===== src/rtl/tamper_pkg.sv =====
package tamper_pkg;
  localparam int NUM_SRC  = 5;
  localparam int SRC_CRC  = 0;
  localparam int SRC_VOLT = 1;
  localparam int SRC_TEMP = 2;
  localparam int SRC_JTAG = 3;
  localparam int SRC_PIN  = 4;

  typedef enum logic [1:0] {
    POL_NONE = 2'b00,
    POL_WIPE = 2'b01,
    POL_KEY  = 2'b10,
    POL_BOTH = 2'b11
  } tamper_policy_e;

  typedef enum logic [1:0] {
    ACT_IDLE = 2'd0,
    ACT_KEY  = 2'd1,
    ACT_WIPE = 2'd2
  } act_state_e;

  function automatic logic pol_has_key(tamper_policy_e p);
    return (p == POL_KEY) || (p == POL_BOTH);
  endfunction

  function automatic logic pol_has_wipe(tamper_policy_e p);
    return (p == POL_WIPE) || (p == POL_BOTH);
  endfunction

  // inclusive window: in range when lo <= code <= hi
  function automatic logic code_outside(logic [15:0] code, logic [15:0] lo, logic [15:0] hi);
    return (code < lo) || (code > hi);
  endfunction
endpackage


===== src/rtl/tamper_window_mon.sv =====
module tamper_window_mon
  import tamper_pkg::*;
#(
  parameter int CODE_W    = 10,
  parameter int PERSIST_N = 3
) (
  input  logic              clk,
  input  logic              rst_n,
  input  logic              sample_valid_i,
  input  logic [CODE_W-1:0] code_i,
  input  logic [CODE_W-1:0] lo_i,
  input  logic [CODE_W-1:0] hi_i,
  output logic              trig_o
);
  localparam int CNT_W = $clog2(PERSIST_N + 1);
  localparam logic [CNT_W-1:0] CNT_MAX  = CNT_W'(PERSIST_N);
  localparam logic [CNT_W-1:0] CNT_LAST = CNT_W'(PERSIST_N - 1);

  logic [CNT_W-1:0] streak_q;
  logic             outside;

  assign outside = code_outside(16'(code_i), 16'(lo_i), 16'(hi_i));
  assign trig_o  = sample_valid_i && outside && (streak_q == CNT_LAST);

  always_ff @(posedge clk) begin
    if (!rst_n) begin
      streak_q <= '0;
    end else if (sample_valid_i) begin
      if (!outside)                streak_q <= '0;
      else if (streak_q != CNT_MAX) streak_q <= streak_q + 1'b1;
    end
  end

  p_single_trig_r5: assert property (@(posedge clk) disable iff (!rst_n)
    trig_o |=> !trig_o);

  p_inrange_clears_r5: assert property (@(posedge clk) disable iff (!rst_n)
    (sample_valid_i && !outside) |=> (streak_q == '0));
endmodule


===== src/rtl/tamper_action_seq.sv =====
module tamper_action_seq
  import tamper_pkg::*;
#(
  parameter int KEY_HOLD = 4
) (
  input  logic clk,
  input  logic rst_n,
  input  logic key_req_i,
  input  logic wipe_req_i,
  output logic key_clear_o,
  output logic cfg_wipe_o
);
  localparam int HOLD_W = $clog2(KEY_HOLD + 1);
  localparam logic [HOLD_W-1:0] HOLD_LAST = HOLD_W'(KEY_HOLD - 1);

  act_state_e        state_q, state_n;
  logic [HOLD_W-1:0] hold_q;
  logic              pend_key_q, pend_wipe_q;
  logic              key_any, wipe_any;
  logic              key_start, wipe_start;

  assign key_any  = pend_key_q  | key_req_i;
  assign wipe_any = pend_wipe_q | wipe_req_i;

  always_comb begin
    state_n = state_q;
    unique case (state_q)
      ACT_IDLE: begin
        if (key_any)       state_n = ACT_KEY;
        else if (wipe_any) state_n = ACT_WIPE;
      end
      ACT_KEY: begin
        if (hold_q == HOLD_LAST) state_n = wipe_any ? ACT_WIPE : ACT_IDLE;
      end
      ACT_WIPE: state_n = ACT_IDLE;
      default:  state_n = ACT_IDLE;
    endcase
  end

  assign key_start  = (state_n == ACT_KEY)  && (state_q != ACT_KEY);
  assign wipe_start = (state_n == ACT_WIPE);

  always_ff @(posedge clk) begin
    if (!rst_n) begin
      state_q     <= ACT_IDLE;
      hold_q      <= '0;
      pend_key_q  <= 1'b0;
      pend_wipe_q <= 1'b0;
    end else begin
      state_q     <= state_n;
      hold_q      <= (state_q == ACT_KEY && !key_start) ? hold_q + 1'b1 : '0;
      pend_key_q  <= key_any  & ~key_start;
      pend_wipe_q <= wipe_any & ~wipe_start;
    end
  end

  assign key_clear_o = (state_q == ACT_KEY);
  assign cfg_wipe_o  = (state_q == ACT_WIPE);

  // independent run-length counter for the hold check
  logic [7:0] chk_run_q;
  always_ff @(posedge clk) begin
    if (!rst_n)           chk_run_q <= '0;
    else if (key_clear_o) chk_run_q <= chk_run_q + 1'b1;
    else                  chk_run_q <= '0;
  end

  p_no_overlap_r9: assert property (@(posedge clk) disable iff (!rst_n)
    !(key_clear_o && cfg_wipe_o));

  p_wipe_single_r7: assert property (@(posedge clk) disable iff (!rst_n)
    cfg_wipe_o |=> !cfg_wipe_o);

  p_key_len_r6: assert property (@(posedge clk) disable iff (!rst_n)
    $fell(key_clear_o) |-> (chk_run_q == 8'(KEY_HOLD)));
endmodule


===== src/rtl/tamper_resp_ctrl.sv =====
module tamper_resp_ctrl
  import tamper_pkg::*;
#(
  parameter int CODE_W    = 10,
  parameter int PERSIST_N = 3,
  parameter int KEY_HOLD  = 4
) (
  input  logic                   clk,
  input  logic                   rst_n,
  input  logic [NUM_SRC-1:0]     src_enable_i,
  input  logic [2*NUM_SRC-1:0]   src_policy_i,
  input  logic                   crc_mismatch_i,
  input  logic                   volt_valid_i,
  input  logic [CODE_W-1:0]      volt_code_i,
  input  logic [CODE_W-1:0]      volt_lo_i,
  input  logic [CODE_W-1:0]      volt_hi_i,
  input  logic                   temp_valid_i,
  input  logic [CODE_W-1:0]      temp_code_i,
  input  logic [CODE_W-1:0]      temp_lo_i,
  input  logic [CODE_W-1:0]      temp_hi_i,
  input  logic                   jtag_activity_i,
  input  logic                   ext_tamper_i,
  output logic                   key_clear_o,
  output logic                   cfg_wipe_o,
  output logic [NUM_SRC-1:0]     cause_o
);
  logic [NUM_SRC-1:0] raw_ev, live_ev, key_vec, wipe_vec;
  logic               volt_trig, temp_trig;
  logic [NUM_SRC-1:0] cause_q;

  tamper_window_mon #(.CODE_W(CODE_W), .PERSIST_N(PERSIST_N)) u_volt_mon (
    .clk(clk), .rst_n(rst_n), .sample_valid_i(volt_valid_i), .code_i(volt_code_i),
    .lo_i(volt_lo_i), .hi_i(volt_hi_i), .trig_o(volt_trig));

  tamper_window_mon #(.CODE_W(CODE_W), .PERSIST_N(PERSIST_N)) u_temp_mon (
    .clk(clk), .rst_n(rst_n), .sample_valid_i(temp_valid_i), .code_i(temp_code_i),
    .lo_i(temp_lo_i), .hi_i(temp_hi_i), .trig_o(temp_trig));

  always_comb begin
    raw_ev           = '0;
    raw_ev[SRC_CRC]  = crc_mismatch_i;
    raw_ev[SRC_VOLT] = volt_trig;
    raw_ev[SRC_TEMP] = temp_trig;
    raw_ev[SRC_JTAG] = jtag_activity_i;
    raw_ev[SRC_PIN]  = ext_tamper_i;
  end

  for (genvar g = 0; g < NUM_SRC; g++) begin : g_src
    tamper_policy_e pol;
    assign pol         = tamper_policy_e'(src_policy_i[2*g +: 2]);
    assign live_ev[g]  = raw_ev[g] & src_enable_i[g];
    assign key_vec[g]  = live_ev[g] & pol_has_key(pol);
    assign wipe_vec[g] = live_ev[g] & pol_has_wipe(pol);
  end

  always_ff @(posedge clk) begin
    if (!rst_n) cause_q <= '0;
    else        cause_q <= cause_q | live_ev;
  end
  assign cause_o = cause_q;

  tamper_action_seq #(.KEY_HOLD(KEY_HOLD)) u_seq (
    .clk(clk), .rst_n(rst_n), .key_req_i(|key_vec), .wipe_req_i(|wipe_vec),
    .key_clear_o(key_clear_o), .cfg_wipe_o(cfg_wipe_o));

  p_cause_sticky_r1: assert property (@(posedge clk) disable iff (!rst_n)
    ((cause_q & $past(cause_q)) == $past(cause_q)));

  p_cause_enabled_r2: assert property (@(posedge clk) disable iff (!rst_n)
    ((cause_q & ~$past(cause_q) & ~$past(src_enable_i)) == '0));
endmodule


===== config.mk =====
export PLATFORM = sky130hd
export DESIGN_NAME = tamper_resp_ctrl
export DESIGN_NICKNAME = d
export VERILOG_FILES = /design/src/rtl/tamper_pkg.sv /design/src/rtl/tamper_window_mon.sv /design/src/rtl/tamper_action_seq.sv /design/src/rtl/tamper_resp_ctrl.sv
export SDC_FILE = /design/constraint.sdc
export NUM_CORES = 1
export LEC_CHECK = 0
export ABC_AREA = 1
export ABC_CLOCK_PERIOD_IN_PS = 1920
export BUFFER_PORTS_ARGS = -buffer_cell sky130_fd_sc_hd__clkbuf_2
export CORE_MARGIN = 3
export CORE_UTILIZATION = 47
export DETAILED_ROUTE_END_ITERATION = 12
export PLACE_DENSITY_LB_ADDON = 0.1
export SLEW_MARGIN = 40
export SYNTH_ARGS = -nofsm -noshare
export SYNTH_HDL_FRONTEND = slang
export SYNTH_SLANG_ARGS = --single-unit

===== constraint.sdc =====
create_clock -name clk -period 1.92 [get_ports clk]
set_input_delay 0.192 -clock clk [delete_from_list [all_inputs] [get_ports clk]]
set_output_delay 0.192 -clock clk [all_outputs]
set_load 0.05 [all_outputs]

==> results of run 1 <==
[how the worst max path moves through the flow]
| stage | from | end | slack, ps |
|---|---|---|---|
| finish | temp_code_i[7] | u_temp_mon.streak_q[1]$_SDFFE_PN0P_ | 450 |
| global route | temp_code_i[7] | u_temp_mon.streak_q[1]$_SDFFE_PN0P_ | 330 |
| CTS | temp_code_i[7] | u_temp_mon.streak_q[1]$_SDFFE_PN0P_ | 460 |
| detailed placement | temp_code_i[7] | u_temp_mon.streak_q[1]$_SDFFE_PN0P_ | 190 |
| global placement | temp_code_i[7] | u_seq.state_q[1]$_SDFF_PN0_ | 300 |
| floorplan | u_seq.state_q[0]$_SDFF_PN0_ | u_seq.state_q[1]$_SDFF_PN0_ | 410 |
[metrics by stage]
stage,hold WS [ps],utilization
floorplan,328,-
finish,206,0.646
global placement,413,0.632
global route,219,0.646
CTS,199,0.646
detailed placement,415,0.632
[synth_stat cells (all sizes together)]
cell and number:
inv 67, a21oi 20, nand3 16, clkinv 2, ha 44, o22ai 2, nor3 1, a311oi 2
o21bai 1, o21a 1, and3 2, o21ai 3, nor2 25, nand2 63, nand4 3, a21o 3
dfxtp 16
[flip-flops by register name, indices dropped and copies added, names as in the netlist]
name                 flops
u_seq.pend_key_q         1
u_seq.state_q            2
cause_o                  5
u_seq.hold_q             3
u_volt_mon.streak_q      2
u_temp_mon.streak_q      2
u_seq.pend_wipe_q        1
[cell type report]
class | instances | share of cell area
clock buffers | 4 | 0.0229
multi-input cells | 186 | 0.527
repair buffers | 88 | 0.183
inverters | 69 | 0.108
flip-flops and latches | 16 | 0.133
well taps | 48 | 0.0250
[layer usage]
metal  global-route usage  wire, um
met5                    0         0
met4               0.0149         6
met3               0.0454       299
met2                0.279      1890
met1                0.183      1610
[cell families (layout without fill, tap and decap cells)]
family,after synthesis,after routing,synth area share
AOI/OAI and AO/OA,32,32,0.101
DFF,16,16,0.173
and+or+nand+nor,110,110,0.287
buffers and inverters,69,161,0.141
adders and majority gates,44,44,0.298
[critical path, cell delays in order]
cell	delay [ps]
clkbuf_2	100
ha_1	310
a21oi_1	150
nor2_1	50
nor3_1	160
nand3_1	160
nand2_4	120
nand2_1	70
nand3_1	90
nor2_1	50
a21oi_1	110
nor2_1	50
[power groups by stage]
stage | logic (mW) | clock network [mW] | registers, mW
final | 0.454 | 0.302 | 0.373
after global placement | 0.450 | 0 | 0.380
after detailed placement | 0.459 | 0 | 0.380
after floorplan | 0.290 | 0 | 0.395
after global routing | 0.522 | 0.328 | 0.376
after CTS | 0.461 | 0.312 | 0.373
==> qor.yml, run 1 <==
crit_type: "in -> reg"
multiInputGateArea_mm2: 0.00127
fmax_mhz: 680
holdPathStages: 3
worst_slew_pin_slew_ps: 482
drv_slew: 0
critPathLaunchType: "input port"
final_cell_mix: "88 x clkbuf_2, 67 x inv_1, 55 x nand2_1"
min_period_ps: 1470
post-dp-hpwl_mm: 3.50
p_leak_nw: 1.52
nFillCells: 357
antenna_found_initial: 0
slew_headroom: 0.677
die_y_um: 68.7
final-seq-area_um2: 320
clockRootBuffer: "clkbuf_8"
fin_crit_sh: 0.766
dieArea_mm2: 0.00472
syn_to_final_growth_pct: 30.1
clkTransAtPathRegs_ps: 70
synth_top_area_cell: "ha_1"
placed_cell_area_mm2: 0.00235
hold_viol_final: 0
sequentialPowerShare: 0.330
r2r-start: "u_temp_mon.streak_q[0]$_SDFFE_PN0P_"
core_mm2: 0.00372
finalWorstSetupSlack_ps: 450
p_comb_frac: 0.402
dp_cells: 407
power_mw: 1.13
antenna-diode-count: 0
min_to: "cause_o[4]$_SDFF_PN0_"
fin_nets: 490
drc_errors: 0
hold_class: "in -> reg"
ys_seq_area_frac: 0.173
syn_area_per_cell_um2: 6.81
cts_sinks: 16
grt_overflow_total: 0
crit_required_ps: 2060
netlist_area_mm2: 0.00185
irDropWorstVdd_mv: 0.471
worst_setup_path_end_kind: "flip-flop"
fin_area_mm2: 0.00240
reg2reg_depth: 9
drv_cap: 0
ant_nets: 0
final_layout_size_suffix_gt1_frac: 0.309
place.gp.congestion: 0.746
postCtsSetupRepairBufs: 0
via_per_inst: 4.45
ys_top_cells_by_area: "ha_1 30%, dfxtp_1 17%, inv_1 14%"
cts_buffers: 3
num_rows: 22
io_pins: 89
rsz0062_at_grt: "no"
drt_iter0_drc: 34
preCtsSetupSlack_ps: 189
ff2ff_setup_slack_ps: 640
synth_seq_cells: 16
vias: 1831
final_common_cell: "clkbuf_2"
initial_core_util: 0.497
port_buffers: 88
cts_tree: "yes"
grt_pass1_wl_mm: 5.62
cts_max_level: 1
critPathMaxFanout: 5
internal_power_mw: 0.735
skew_ps: 2.36
gr-usage-all-layers: 0.154
cts_resized: 0
ys_types: 24
clockBufferDepth: 2
synthCells: 271
p_sw_mw: 0.394
power_density_mw_per_mm2: 470
syn-num-nets: 397
final_cells: 411
finalSetupTns_ps: 0
post_drt_wl_per_cell_um: 9.27
ys.warnings.count: 0
clock_latency_ps: 250
cts_hold_buf: 0
reg2reg_to: "u_seq.state_q[1]$_SDFF_PN0_"
hp-start: "src_enable_i[4]"
grt_max_degree: 11
clkPwrFrac: 0.267
worstPathArrival_ps: 1610
die_x_um: 68.7
yosysTopAreaCellShare: 0.298
grt_pass1_vias: 1483
sw_frac_of_total: 0.349
totalWireLength_mm: 3.81
status: "finished, final reports clean"
drt-pass1-iter-count: 4
setup_viol: 0
No activity file was read; power rests on OpenSTA's default activity.
==> run 2: changes to the inputs <==
--- a/config.mk
+++ b/config.mk
@@ -5,11 +5,11 @@
 export SDC_FILE = /design/constraint.sdc
 export NUM_CORES = 1
 export LEC_CHECK = 0
-export ABC_AREA = 1
-export ABC_CLOCK_PERIOD_IN_PS = 1920
+export ABC_AREA = 0
+export ABC_CLOCK_PERIOD_IN_PS = 1350
 export BUFFER_PORTS_ARGS = -buffer_cell sky130_fd_sc_hd__clkbuf_2
 export CORE_MARGIN = 3
-export CORE_UTILIZATION = 47
+export CORE_UTILIZATION = 42
 export DETAILED_ROUTE_END_ITERATION = 12
 export PLACE_DENSITY_LB_ADDON = 0.1
 export SLEW_MARGIN = 40
==> constraint.sdc (replaced) <==
create_clock -name clk -period 1.35 [get_ports clk]
set_input_delay 0.135 -clock clk [delete_from_list [all_inputs] [get_ports clk]]
set_output_delay 0.135 -clock clk [all_outputs]
set_load 0.05 [all_outputs]
==> run 2 against run 1 <==
Critical path type unchanged. Largest power group unchanged. Clock skew fell by 0.84 ps. Non-clock buffer count increased by 18. Worst setup slack got worse by 660 ps. Combinational power grew 87%. Design area rose by 21%. Utilization is 6.8 points higher. Critical endpoint is now u_seq.state_q[1]$_SDFF_PN0_. Total power increased by 60%. Routed wire length rose by 12%. The flow now finishes with violations (setup timing). Die area is 8.5% higher. Clock power increased by 39%. Largest cell class unchanged. Count of clock-buffer cells in the layout is the same.
==> qor.yml, run 2 <==
port_buffers: 88
grt_pass1_vias: 1876
worst_slew_pin_slew_ps: 287
synthTopCellsByCount: "47 x inv_1, 44 x ha_1, 16 x dfxtp_1, 16 x nor2_1, 13 x a21oi_1"
power_mw: 1.80
multiInputGateArea_mm2: 0.00163
fmax_mhz: 639
ys.warnings.count: 0
num_rows: 23
largest_reg_flops: 5
critPathLaunchType: "input port"
synth_seq_cells: 16
nFillCells: 357
drt_iter0_drc: 14
grt_overflow_total: 0
final-seq-area_um2: 320
whs_ps: 172
clock_latency_ps: 240
finalWorstSetupSlack_ps: -215
grt_pass1_wl_mm: 7.45
placed_cell_area_mm2: 0.00266
synth_top_flop_cell: "dfxtp_1"
antenna_found_initial: 0
post-dp-hpwl_mm: 3.81
reg2reg_to: "u_seq.state_q[1]$_SDFF_PN0_"
cts_hold_buf: 0
hold_class: "in -> reg"
status: "finished with violations"
via_per_inst: 4.82
drt-pass1-iter-count: 4
holdPathStages: 3
ys_top_cells_by_area: "ha_1 31%, dfxtp_1 18%, inv_1 9.8%"
ys_seq_area_frac: 0.178
final_cells: 383
synth_most_common_cell: "inv_1"
cts_max_level: 1
syn-num-nets: 350
clockBufferDepth: 2
post_drt_wl_per_cell_um: 11.2
fin_nets: 460
clkTransAtPathRegs_ps: 60
crit_required_ps: 1490
synthCells: 224
dp_cells: 376
reg2reg_depth: 8
core_mm2: 0.00409
totalWireLength_mm: 4.28
ff2ff_setup_slack_ps: -170
postLayoutCoreUtil: 0.714
vias: 1846
grt_max_degree: 12
slew_headroom: 0.808
skew_ps: 1.52
gr-usage-all-layers: 0.174
fin_crit_sh: 1.16
p_leak_nw: 1.51
final_common_cell: "clkbuf_2"
antenna-diode-count: 0
synth_top_area_cell: "ha_1"
min_period_ps: 1560
drv_cap: 0
r2r-start: "u_volt_mon.streak_q[0]$_SDFFE_PN0P_"
place.gp.congestion: 0.746
die_y_um: 71.5
violations: "setup timing"
crit_type: "in -> reg"
rsz0062_at_grt: "yes"
dieArea_mm2: 0.00512
initial_core_util: 0.442
drv_slew: 0
worstPathArrival_ps: 1710
yosysTopAreaCellShare: 0.305
hp-start: "src_enable_i[0]"
synth_edf_count: 0
fin_area_mm2: 0.00292
io_pins: 89
hold_viol_final: 0
cts_sinks: 16
ant_nets: 0
ys_types: 41
syn_to_final_growth_pct: 61.7
cts_buffers: 3
netlist_area_mm2: 0.00180
setup_viol: 9
cts_tree: "yes"
worst_setup_path_end_kind: "flip-flop"
critPathMaxFanout: 3
min_to: "cause_o[0]$_SDFF_PN0_"
syn_area_per_cell_um2: 8.05
final_layout_size_suffix_gt1_frac: 0.520
drc_errors: 0
power_density_mw_per_mm2: 617
synthArstFlopShare: 0
clockRootBuffer: "clkbuf_8"
die_x_um: 71.5
final_cell_mix: "82 x clkbuf_2, 36 x inv_1, 28 x ha_1"
irDropWorstVdd_mv: 0.554
[run 2: cell count changes after synthesis, sizes merged, moves of 3 or more]
cell,previous run,this run
a21oi,20,14
nand3,16,10
nor2,25,16
nor2b,0,6
nor3,1,4
o21ai,3,8
and2,0,4
a211oi,0,5
nand2b,0,6
o21a,1,5
inv,67,47
nand2,63,9
[run 2: repair_timing]
| action | CTS | global route |
|---|---|---|
| gates resized for setup | 10 | 22 |
| gates cloned | 0 | 0 |
| pin swaps | 12 | 12 |
| setup buffers | 1 | 2 |
| hold endpoints to repair | 0 | 0 |
| endpoints found under the setup margin | 10 | 10 |
[run 2: final cells by class]
cell class | instances | share of cell area
inverter | 47 | 0.0716
tap | 50 | 0.0214
multi-input combinational | 160 | 0.558
clock buffer | 4 | 0.0189
sequential | 16 | 0.110
timing repair buffer | 106 | 0.220
[run 2: cells by family after synthesis]
| kind of cell | share of synthesized area |
|---|---|
| simple gates | 0.198 |
| compound gates | 0.210 |
| buf+inv | 0.0999 |
| fa+ha+maj | 0.305 |
| flops | 0.178 |
| xor+xnor | 0.00971 |
[run 2: critical path, cell delays in order]
cell and delay [ps]:
clkbuf_2 110, ha_4 240, a2111oi_4 350, o21ai_2 110, a21oi_4 200, o211ai_2 120
a32oi_2 230, and3b_1 200
[run 2: worst max-delay path by stage]
stage,startpoint,to,slack [ps],cells past startpoint
after detailed placement,temp_hi_i[8],u_seq.state_q[1]$_SDFF_PN0_,-600,10
after CTS,temp_hi_i[9],u_seq.state_q[1]$_SDFF_PN0_,-300,10
after global placement,temp_hi_i[8],u_seq.state_q[1]$_SDFF_PN0_,-530,10
after floorplan,temp_hi_i[8],u_seq.state_q[1]$_SDFF_PN0_,-210,9
after global routing,temp_hi_i[8],u_seq.state_q[1]$_SDFF_PN0_,-320,10
final,temp_code_i[1],u_seq.state_q[1]$_SDFF_PN0_,-210,8
[run 2: metal layers]
metal  up-vias  GRT usage  part of all wire  wire (um)
met2        46      0.333              0.51       2190
met3         7     0.0168             0.047        202
met4         0     0.0355            0.0089         38
met5         -          0                 0          0
met1       797      0.208              0.43       1850
li1        996          -                 -          -
[run 2: power by group]
part,internal [mW],switching (mW)
clock network,0.258,0.161
registers,0.509,0.0247
logic,0.438,0.411
total,1.21,0.596
[run 2: stage by stage]
| stage | TNS (ps) | setup slack [ps] |
|---|---|---|
| 3_5_place_dp | -4550 | -602 |
| 5_1_grt | -2270 | -323 |
| 3_3_place_gp | -4110 | -531 |
| 6_report | -1150 | -215 |
| 2_1_floorplan | -933 | -212 |
| 4_1_cts | -1240 | -304 |
==> run 3: changes to the inputs <==
--- a/config.mk
+++ b/config.mk
@@ -6,10 +6,10 @@
 export NUM_CORES = 1
 export LEC_CHECK = 0
 export ABC_AREA = 0
-export ABC_CLOCK_PERIOD_IN_PS = 1350
+export ABC_CLOCK_PERIOD_IN_PS = 1700
 export BUFFER_PORTS_ARGS = -buffer_cell sky130_fd_sc_hd__clkbuf_2
 export CORE_MARGIN = 3
-export CORE_UTILIZATION = 42
+export CORE_UTILIZATION = 35
 export DETAILED_ROUTE_END_ITERATION = 12
 export PLACE_DENSITY_LB_ADDON = 0.1
 export SLEW_MARGIN = 40
==> constraint.sdc (replaced) <==
create_clock -name clk -period 1.7 [get_ports clk]
set_input_delay 0.17 -clock clk [delete_from_list [all_inputs] [get_ports clk]]
set_output_delay 0.17 -clock clk [all_outputs]
set_load 0.05 [all_outputs]
==> run 3 against run 2 <==
The flow now finishes without violations. Total power fell by 31%. Clock power fell by 34%. Utilization fell by 18 points. Global-route usage fell by 3.3 points. Routed wire length rose by 4.3%. Die area rose by 18%. Design area fell by 12%. Clock skew rose by 1.2 ps. Sequential share of layout area rose by 1.5 points. Via count fell by 1.3%. Critical path type unchanged. Largest cell class unchanged.
==> qor.yml, run 3 (synthesis gave the netlist of run 2 again) <==
grt_pass1_wl_mm: 7.04
port_buffers: 88
crit_family: "compound AO/OA/AOI/OAI gates"
clockBufferDepth: 2
die_x_um: 77.8
critPathLaunchType: "input port"
cts_resized: 0
rsz0062_at_grt: "yes"
fmax_mhz: 602
crit_type: "in -> reg"
die_y_um: 77.8
post-dp-hpwl_mm: 3.90
met2_usage: 0.228
worst_slew_pin_slew_ps: 354
final_layout_size_suffix_gt1_frac: 0.386
preCtsSetupSlack_ps: -234
hold_viol_final: 0
crit_required_ps: 1840
critPathMaxFanout: 3
final_common_cell: "clkbuf_2"
status: "finished, final reports clean"
clock_latency_ps: 250
dp_cells: 388
hold_class: "in -> reg"
multiInputGateArea_mm2: 0.00138
cts_sinks: 16
initial_core_util: 0.372
drc_errors: 0
skew_ps: 2.68
grt.busiest_layer: "met2"
worst_setup_path_end_kind: "flip-flop"
grt_pass1_vias: 1689
antenna_found_initial: 0
grt_overflow_total: 0
cts_hold_buf: 0
num_rows: 25
place.gp.congestion: 0.774
drt-pass1-iter-count: 4
min_period_ps: 1660
grt.met1_usage: 0.195
core_mm2: 0.00485
vias: 1822
finalSetupTns_ps: 0
critPathSlowestCell: "ha_1"
via_per_inst: 4.66
nFillCells: 467
grt_max_degree: 12
power_density_mw_per_mm2: 483
clkTransAtPathRegs_ps: 60
slew_headroom: 0.762
power_mw: 1.24
fin_crit_sh: 0.978
finalWorstSetupSlack_ps: 37.9
fin_nets: 452
ant_nets: 0
critPathBufInv: 1
irDropWorstVdd_mv: 0.357
gr-usage-all-layers: 0.141
cts_tree: "yes"
drv_cap: 0
totalWireLength_mm: 4.47
setup_viol: 0
grt_use_met3: 0.0244
largest_reg_flops: 5
clockRootBuffer: "clkbuf_8"
antenna-diode-count: 0
drv_slew: 0
worstPathArrival_ps: 1800
final-seq-area_um2: 320
final_cells: 391
postCtsSetupRepairBufs: 0
crit_chain: "clkbuf_2, ha_1, a21o_1, a211oi_2, o21a_1, o211a_1, a31oi_2, a32oi_2, and3b_1"
cts_max_level: 1
p_leak_nw: 1.44
io_pins: 89
post_drt_wl_per_cell_um: 11.4
cts_buffers: 3
dieArea_mm2: 0.00605
syn_to_final_growth_pct: 42.4
drt_iter0_drc: 53
ff2ff_setup_slack_ps: 140
final_cell_mix: "80 x clkbuf_2, 43 x inv_1, 40 x ha_1"
worst_path_largest_cell_delay_ps: 300
-- run 3: changes by cell type in the layout (fill, tap and decap cells not counted), sizes merged --
cell	delta
buf	-2
clkbuf	-7
-- run 3: final cells by class --
class | count | share of cell area
Multi-Input combinational cell | 160 | 0.537
Timing Repair Buffer | 98 | 0.222
Sequential cell | 16 | 0.125
Inverter | 47 | 0.0686
Tap cell | 67 | 0.0326
Clock buffer | 3 | 0.0161
-- run 3: path summary, 6_finish.rpt --
kind                                                           from                      endpoint  depth (start not counted)
worst max-delay path                                 volt_code_i[3]   u_seq.state_q[1]$_SDFF_PN0_                          9
worst min-delay path                                src_enable_i[0]         cause_o[0]$_SDFF_PN0_                          3
worst max register to register  u_volt_mon.streak_q[0]$_SDFFE_PN0P_  u_seq.pend_wipe_q$_SDFF_PN0_                          8
worst min register to register           u_seq.hold_q[0]$_SDFF_PN0_    u_seq.hold_q[0]$_SDFF_PN0_                          1
-- run 3: metal layers --
metal,vias up,share of wire
met5,-,0
met4,0,0.0081
met3,5,0.067
met2,57,0.46
met1,788,0.46
li1,972,-
-- run 3: power breakdown --
| group | internal [mW] | switching (mW) |
|---|---|---|
| clock network | 0.157 | 0.118 |
| registers | 0.404 | 0.0223 |
| logic | 0.266 | 0.274 |
| total | 0.827 | 0.414 |
-- run 3: per-stage QoR --
step / hold slack (ps) / util / cell area, um2
floorplan: 333 / - / 1810
global placement: 415 / 0.496 / 2400
detailed placement: 416 / 0.496 / 2400
CTS: 213 / 0.504 / 2440
global route: 229 / 0.530 / 2570
finish: 216 / 0.530 / 2570
-- run 3: worst reg2reg max path, cell delays in order (launching register included) --
cell and delay [ps]:
dfxtp_1 370, inv_1 60, ha_1 190, nand3_1 90, nor2_1 70, o211a_1 110, a31oi_2 200, a32oi_2 150
o211a_1 220
